## src/rtl/fcmp_pkg.sv

```systemverilog
package fcmp_pkg;
    localparam int SW_W   = 16;
    localparam int C0_POS = 8;
    localparam int C2_POS = 10;
    localparam int C3_POS = 14;
    localparam logic [SW_W-1:0] COND_MASK =
        (SW_W'(1) << C0_POS) | (SW_W'(1) << C2_POS) | (SW_W'(1) << C3_POS);

    typedef enum logic [1:0] {
        REL_GT = 2'd0,
        REL_LT = 2'd1,
        REL_EQ = 2'd2,
        REL_UN = 2'd3
    } rel_e;

    typedef enum logic [1:0] {
        MODE_CMP      = 2'd0,
        MODE_CMP_POP  = 2'd1,
        MODE_CMP_POP2 = 2'd2,
        MODE_TEST     = 2'd3
    } mode_e;

    typedef struct packed {
        logic [SW_W-1:0] status;
        logic [1:0]      pop;
    } fcmp_state_t;
endpackage

```

## src/rtl/fcmp_classify.sv

```systemverilog
module fcmp_classify #(
    parameter int EXP_W = 15,
    parameter int MAN_W = 64,
    localparam int VAL_W = EXP_W + MAN_W + 1,
    localparam int MAG_W = EXP_W + MAN_W
) (
    input  logic [VAL_W-1:0] val,
    output logic             sign,
    output logic             is_nan,
    output logic             is_zero,
    output logic [MAG_W-1:0] mag
);
    logic [EXP_W-1:0] exp_f;
    logic [MAN_W-2:0] frac_f;

    always_comb begin
        sign    = val[VAL_W-1];
        exp_f   = val[MAG_W-1:MAN_W];
        frac_f  = val[MAN_W-2:0];
        mag     = val[MAG_W-1:0];
        is_nan  = (&exp_f) && (|frac_f);
        is_zero = (mag == '0);
    end
endmodule

```

## src/rtl/fcmp_order.sv

```systemverilog
module fcmp_order
    import fcmp_pkg::*;
#(
    parameter int MAG_W = 79
) (
    input  logic             a_sign,
    input  logic             a_nan,
    input  logic             a_zero,
    input  logic [MAG_W-1:0] a_mag,
    input  logic             b_sign,
    input  logic             b_nan,
    input  logic             b_zero,
    input  logic [MAG_W-1:0] b_mag,
    output rel_e             rel
);
    logic mag_lt, mag_eq;

    always_comb begin
        mag_lt = (a_mag < b_mag);
        mag_eq = (a_mag == b_mag);
        if (a_nan || b_nan)
            rel = REL_UN;
        else if (a_zero && b_zero)
            rel = REL_EQ;
        else if (a_sign != b_sign)
            rel = a_sign ? REL_LT : REL_GT;
        else if (mag_eq)
            rel = REL_EQ;
        else if (mag_lt ^ a_sign)
            rel = REL_LT;
        else
            rel = REL_GT;
    end
endmodule

```

## src/rtl/fcmp_status_unit.sv

```systemverilog
module fcmp_status_unit
    import fcmp_pkg::*;
#(
    parameter int EXP_W = 15,
    parameter int MAN_W = 64,
    localparam int VAL_W = EXP_W + MAN_W + 1,
    localparam int MAG_W = EXP_W + MAN_W
) (
    input  logic             clk,
    input  logic             rst_n,
    input  logic             cmp_valid,
    input  logic [1:0]       cmp_mode,
    input  logic [VAL_W-1:0] opa,
    input  logic [VAL_W-1:0] opb,
    input  logic [SW_W-1:0]  status_in,
    output logic [SW_W-1:0]  status_q,
    output logic [1:0]       pop_q
);
    localparam int N_OPS = 2;

    logic [VAL_W-1:0] op_sel  [N_OPS];
    logic             op_sign [N_OPS];
    logic             op_nan  [N_OPS];
    logic             op_zero [N_OPS];
    logic [MAG_W-1:0] op_mag  [N_OPS];

    mode_e       mode;
    rel_e        rel;
    fcmp_state_t st_d, st_q;
    logic [SW_W-1:0] cond_bits;

    assign mode      = mode_e'(cmp_mode);
    assign op_sel[0] = opa;
    assign op_sel[1] = (mode == MODE_TEST) ? '0 : opb;

    for (genvar g = 0; g < N_OPS; g++) begin : g_cls
        fcmp_classify #(.EXP_W(EXP_W), .MAN_W(MAN_W)) u_cls (
            .val     (op_sel[g]),
            .sign    (op_sign[g]),
            .is_nan  (op_nan[g]),
            .is_zero (op_zero[g]),
            .mag     (op_mag[g])
        );
    end

    fcmp_order #(.MAG_W(MAG_W)) u_order (
        .a_sign (op_sign[0]),
        .a_nan  (op_nan[0]),
        .a_zero (op_zero[0]),
        .a_mag  (op_mag[0]),
        .b_sign (op_sign[1]),
        .b_nan  (op_nan[1]),
        .b_zero (op_zero[1]),
        .b_mag  (op_mag[1]),
        .rel    (rel)
    );

    always_comb begin
        cond_bits = '0;
        unique case (rel)
            REL_LT:  cond_bits[C0_POS] = 1'b1;
            REL_EQ:  cond_bits[C3_POS] = 1'b1;
            REL_UN:  cond_bits = COND_MASK;
            default: cond_bits = '0;
        endcase

        st_d     = st_q;
        st_d.pop = 2'd0;
        if (cmp_valid) begin
            st_d.status = (status_in & ~COND_MASK) | cond_bits;
            unique case (mode)
                MODE_CMP_POP:  st_d.pop = 2'd1;
                MODE_CMP_POP2: st_d.pop = 2'd2;
                default:       st_d.pop = 2'd0;
            endcase
        end
    end

    always_ff @(posedge clk or negedge rst_n) begin
        if (!rst_n) st_q <= '0;
        else        st_q <= st_d;
    end

    assign status_q = st_q.status;
    assign pop_q    = st_q.pop;


    nan_sets_all_chk: assert property (@(posedge clk) disable iff (!rst_n)
        (cmp_valid && (op_nan[0] || op_nan[1])) |=>
        (status_q[C0_POS] && status_q[C2_POS] && status_q[C3_POS]));


    c2_only_unordered_chk: assert property (@(posedge clk) disable iff (!rst_n)
        status_q[C2_POS] |-> (status_q[C0_POS] && status_q[C3_POS]));


    keep_other_bits_chk: assert property (@(posedge clk) disable iff (!rst_n)
        cmp_valid |=> ((status_q & ~COND_MASK) == ($past(status_in) & ~COND_MASK)));


    hold_idle_chk: assert property (@(posedge clk) disable iff (!rst_n)
        !cmp_valid |=> $stable(status_q));


    pop_idle_chk: assert property (@(posedge clk) disable iff (!rst_n)
        !cmp_valid |=> (pop_q == 2'd0));


    pop_double_chk: assert property (@(posedge clk) disable iff (!rst_n)
        (cmp_valid && cmp_mode == 2'd2) |=> (pop_q == 2'd2));
endmodule

```

## config.mk

```make
export PLATFORM = sky130hd
export DESIGN_NAME = fcmp_status_unit
export DESIGN_NICKNAME = d
export VERILOG_FILES = /design/src/rtl/fcmp_pkg.sv /design/src/rtl/fcmp_classify.sv /design/src/rtl/fcmp_order.sv /design/src/rtl/fcmp_status_unit.sv
export SDC_FILE = /design/constraint.sdc
export NUM_CORES = 1
export LEC_CHECK = 0
export BUFFER_PORTS_ARGS = -buffer_cell sky130_fd_sc_hd__buf_4
export CAP_MARGIN = 0
export CORE_MARGIN = 5
export CORE_UTILIZATION = 45
export DETAILED_ROUTE_END_ITERATION = 8
export PLACE_DENSITY = 0.83
export SKIP_CTS_REPAIR_TIMING = 1
export SYNTH_ARGS = -nofsm -noshare
export SYNTH_HDL_FRONTEND = slang
export SYNTH_SLANG_ARGS = --single-unit
export TNS_END_PERCENT = 50
```

## constraint.sdc

```tcl
create_clock -name clk -period 0.8 [get_ports clk]
set_input_delay 0.24 -clock clk [delete_from_list [all_inputs] [get_ports clk]]
set_output_delay 0.24 -clock clk [all_outputs]
set_load 0.02 [all_outputs]
```

## Word-level counts from Yosys, hierarchy flattened

Index checks and enable logic that the tools add are counted.

| word-level totals | value |
|---|---|
| register bits | 18 |
| input bits | 181 |
| output and inout bits | 18 |
| logic and storage cells | 37 |

| operators by class | value |
|---|---|
| magnitude comparators | 1 |
| equal/unequal tests | 8 |
| multiplexer cells | 12 |
| bitwise logic cells | 2 |
| reduce and logical (&&, ||, !) cells | 12 |

Operators with widths:

| operator | number |
|---|---|
| $logic_not A79 Y1 | 2 |
| $reduce_or A63 Y1 | 2 |
| $mux W80 | 1 |
| $eq A79 B79 Y1 | 1 |
| $lt A79 B79 Y1 | 1 |
| $reduce_and A15 Y1 | 2 |
| $or A16 B15 Y16 | 1 |
| $mux W2 | 6 |
| $eq A2 B2 Y1 const B | 4 |
| $eq A2 B1 Y1 const B | 2 |
| $mux W1 | 4 |
| $pmux W2 S2 | 1 |
| $reduce_or A2 Y1 | 2 |
| $logic_and A1 B1 Y1 | 3 |
| $logic_or A1 B1 Y1 | 1 |
| $ne A1 B1 Y1 | 1 |
| $xor A1 B1 Y1 | 1 |

## Depth between registers and ports, before layout

| depth | value |
|---|---|
| depth in word-level cells | 13 |
| gate-level depth with buffers | 13 |
| gate-level depth less buffers | 10 |

## Hierarchy

A second synthesis with hierarchy kept.

| unflattened totals | value |
|---|---|
| cell total of the unflattened synthesis | 648 |
| area, all modules | 4976.0 um^2 |

By module, submodules not included:

| module | times used | cells each | area an instance (um^2) | sequential area each (um^2) |
|---|---|---|---|---|
| fcmp_order | 1 | 294 | 2100.8 | 0.0 |
| fcmp_classify | 2 | 112 | 817.0 | 0.0 |
| fcmp_status_unit | 1 | 130 | 1241.2 | 450.4 |

## Least setup slack after synthesis

OpenSTA, ideal clock, no wires.

| timing path | value |
|---|---|
| path kind | input to register |
| start | input port cmp_mode[1] |
| end | register st_q (netlist bit status_q[8]) |
| setup time | 0.082 ns |
| arrival time | 2.522 ns |
| data required time | 0.718 ns |
| path slack | -1.804 ns |
| stages on the path | 13 |
| path buffers | 3 |
| path through | nand2_2 -> buf_6 -> clkbuf_1 -> buf_1 -> nand2_1 -> ha_1 -> nand4_1 -> nor4_2 -> nand4_1 -> a21oi_1 -> nor3_1 -> a31o_1 -> a31oi_1 |

| between the ends | value |
|---|---|
| word-level cells in the longest chain between the ends | 13 |
| elaborated cells between the ends (all ways) | 22 |
| classes of those cells | 1 x order compare; 5 x eq/ne; 7 x mux; 2 x bitwise; 7 x reduce/logical |

RTL lines:

| item | line | RTL |
|---|---|---|
| from (decl) | fcmp_status_unit.sv:12 | `input logic [1:0] cmp_mode,` |
| $eq A2 B2 Y1 (*) | fcmp_status_unit.sv:34 | `assign op_sel[1] = (mode == MODE_TEST) ? '0 : opb;` |
| $mux W80 (*) | fcmp_status_unit.sv:34 |  |
| $lt A79 B79 Y1 | fcmp_order.sv:19 | `mag_lt = (a_mag < b_mag);` |
| $xor A1 B1 Y1 | fcmp_order.sv:29 | `else if (mag_lt ^ a_sign)` |
| $mux W1 | fcmp_order.sv:29 |  |
| $mux W2 | fcmp_order.sv:27 | `else if (mag_eq)` |
| $mux W2 | fcmp_order.sv:25 | `else if (a_sign != b_sign)` |
| $mux W2 | fcmp_order.sv:23 | `else if (a_zero && b_zero)` |
| $mux W2 (*) | fcmp_order.sv:21 | `if (a_nan \|\| b_nan)` |
| $eq A2 B2 Y1 or $eq A2 B1 Y1 (tied branches) | fcmp_status_unit.sv:60 | `unique case (rel)` |
| $reduce_or A2 Y1 (no line) (*) | - |  |
| $mux W1 (*) | fcmp_status_unit.sv:60 |  |
| $or A16 B15 Y16 (*) | fcmp_status_unit.sv:70 | `st_d.status = (status_in & ~COND_MASK) \| cond_bits;` |
| to (signal assigned) | fcmp_status_unit.sv:81 | `else st_q <= st_d;` |
| to (decl) | fcmp_status_unit.sv:29 | `fcmp_state_t st_d, st_q;` |

Mark *: on every way between the ends. The rest lies on a longest branch, timed or not.
A chain may end at the register's enable or synchronous reset.

## Worst setup path in the final report

| timing path | value |
|---|---|
| start | input port cmp_mode[0] |
| end | register st_q (netlist bit status_q[8]) |

Same word-level chain as after synthesis.

==> flow_summary.ini <==
[status]
status = complete, but fails checks
violations = setup timing

[worst_setup_path]
cp.arrival_ns = 2.48
end_kind = flip-flop
timing.rr.start = status_q[7]$_DFFE_PN0P_
worstSetupStartpoint = cmp_mode[0]
rrSetupSlack_ns = -0.10
critPathMaxFanout = 6
regToRegEndpoint = status_q[7]$_DFFE_PN0P_
critPathKind = input port to flip-flop
required_ns = 0.96
critPathCapture = status_q[8]$_DFFE_PN0P_
r2r_cells = 2
critPathLaunchType = input port

[detailed_routing]
vias = 4888
drc = 0
antenna_left = 0
drt_iter0_markers = 298
viasPerCell = 5.98
firstDrtPassIters = 5
wl_per_cell_microns = 19.3
wl_mm = 15.8

[final_layout]
drive_above_1_share_pct = 52.2
syn_to_final_growth_pct = 89.3
diodes = 0
nNetsFinal = 980
fillers = 391

[clocking]
root_buffer = clkbuf_8
cts_buffer_depth = 2
cts_sinks = 18
clock_latency_ns = 0.25
cts.clk_slew.worst_paths_ns = 0.07
h-tree-depth = 1
numCtsBuffers = 3
cts_tree = done

[global_routing]
antenna_found_initial = 0
grt_start_max_net_pins = 38
grt_pass1_wl_mm = 21.7
grt_pass1_vias = 4960
grt.total_usage_pct = 29.5
grt_overflow_total = 0

[sta]
slew-limit-headroom_pct = 69.9
setup_viol = 26
min_period_ns = 2.32
worst_slack_ns = -1.52
hold_viol_final = 0
worst_pin_slew_ns = 0.448
skew_ns = 0
fmax_mhz = 430
fin_crit_sh_pct = 290
slew_violations = 0
rsz0062_at_grt = yes

[placement]
place_congestion = 1.01
portBuffers = 195
place_ws_ns = -1.85
dp_hpwl_mm = 12.4

[floorplan]
fp.coreArea_sq_um = 7180
start_util_pct = 45.8
die_w_microns = 95.4
ioPinCount = 199
die_y_microns = 95.4
die_area_sq_um = 9100
rows = 31

[synth]
yosysTopAreaCellShare_pct = 30.1
synth_nets = 681
syn_avg_cell_area_sq_um = 7.80
synth_edf_count = 0
async_reset_ff_share_pct = 100
synthTopCellsByCount = 102 x nand2_1, 79 x ha_1, 38 x nor4_1
yosys_warnings = 0
ys_types = 45
synth_top_cell_by_area = ha_1
ys_seq_elements = 18
seq_area_frac_synth_pct = 13.7
syn_area_sq_um = 3280
synth_cells = 421
synth_area_leaders = ha_1 30%, dfrtp_1 14%, nand2_1 12%, nor4_1 7.2%, nand4_1 5.9%
yosys_most_used_dff = dfrtp_1
yosysMostFrequentCell = nand2_1

[min_path]
hp-class = input port to flip-flop
holdPathStages = 2

[power_and_ir_drop]
power.density_nw_per_um2 = 809
ir_drop_uv = 753
power_uw = 5030
p_leak_uw = 0.00306

[job]
max_cap_violations = 0
[critical path, cell delays in order]
cell	delay, ns
buf_6	0.13
nand2_8	0.12
buf_12	0.12
buf_4	0.13
nand2_1	0.06
ha_1	0.29
nand4_1	0.22
nor4_2	0.35
nand4_1	0.15
a21oi_1	0.16
nor3_1	0.09
a31o_1	0.19
a31oi_1	0.21
[cells by family (layout without fill, tap and decap cells)]
logic type | Yosys count | in the layout | synth area share [%]
AND/OR/NAND/NOR | 220 | 223 | 35.1
adder cells (fa/ha/maj) | 79 | 79 | 30.1
AO/OA/AOI/OAI | 72 | 72 | 13.9
flip-flops | 18 | 18 | 13.7
buffers and inverters | 18 | 313 | 2.52
multiplexers | 13 | 13 | 4.46
XOR/XNOR | 1 | 1 | 0.267
[final cells by class]
cell class                      instances  area (sq um)  share of cell area, %
Inverter                                7          26.3                  0.423
Sequential cell                        18           457                   7.35
Tap cell                               99           124                   1.99
Clock buffer                            4          45.0                  0.725
Timing Repair Buffer                  302          2390                   38.4
Multi-Input combinational cell        388          3180                   51.1
[per-layer routing]
| layer | routed length (microns) | track usage, % | part of all wire [%] | vias to the layer above |
|---|---|---|---|---|
| li1 | - | - | - | 2241 |
| met2 | 7970 | 55.9 | 51 | 298 |
| met5 | 0 | 0 | 0 | - |
| met1 | 5610 | 33.3 | 36 | 2276 |
| met3 | 1490 | 4.81 | 9.4 | 73 |
| met4 | 706 | 9.72 | 4.5 | 0 |
[placed cells by master, fill, tap and decap left out, types with 4 or more instances in the layout]
cell     netlist  final
ha_1          79     65
nand2_1      102     95
nand3_1       12     11
a21oi_1       30     30
a21o_1         6      6
o21ai_0        6      6
nor4_4         2      7
nand4_1       31     31
nor4_2         3      9
nor3_1         6      5
dfrtp_1       18     13
mux2_2        13     13
nor4_1        38     27
nor2_1        12     11
nand2_4        0      8
ha_4           0     14
dfrtp_2        0      5
buf_6          2     21
inv_1          7      7
buf_4          0    277
o21ai_1        4      4
[per-stage QoR]
| stage | std cells | utilization, % | instance area [sq um] | hold WS, ns | TNS, ns |
|---|---|---|---|---|---|
| floorplan | 421 | - | 3560 | -0.0556 | -3.75 |
| global placement | 802 | 80.5 | 5780 | 0.110 | -6.27 |
| detailed placement | 802 | 80.5 | 5780 | 0.113 | -6.89 |
| CTS | 806 | 81.2 | 5820 | -0.157 | -8.30 |
| global route | 818 | 86.6 | 6210 | 0.217 | -8.83 |
| finish | 818 | 86.6 | 6210 | 0.218 | -7.98 |
[power by group]
part / total [uW] / switching (uW) / leakage [uW] / internal, uW
sequential: 1060 / 64.8 / 0.000210 / 999
clock: 642 / 289 / 0.0000228 / 353
combinational: 3320 / 1540 / 0.00283 / 1780
[state kept, by name, indices dropped and copies added, names as in the netlist]
signal / flops
status_q: 16
pop_q: 2
[how the worst min path moves through the flow]
| stage | startpoint | endpoint |
|---|---|---|
| final | status_in[9] | status_q[9]$_DFFE_PN0P_ |
| after CTS | rst_n | status_q[9]$_DFFE_PN0P_ |
| after detailed placement | rst_n | status_q[9]$_DFFE_PN0P_ |
| after floorplan | rst_n | pop_q[0]$_DFF_PN0_ |
| after global placement | rst_n | status_q[7]$_DFFE_PN0P_ |
| after global routing | status_in[9] | status_q[9]$_DFFE_PN0P_ |
Note: power is estimated with default switching activity, not from simulation.
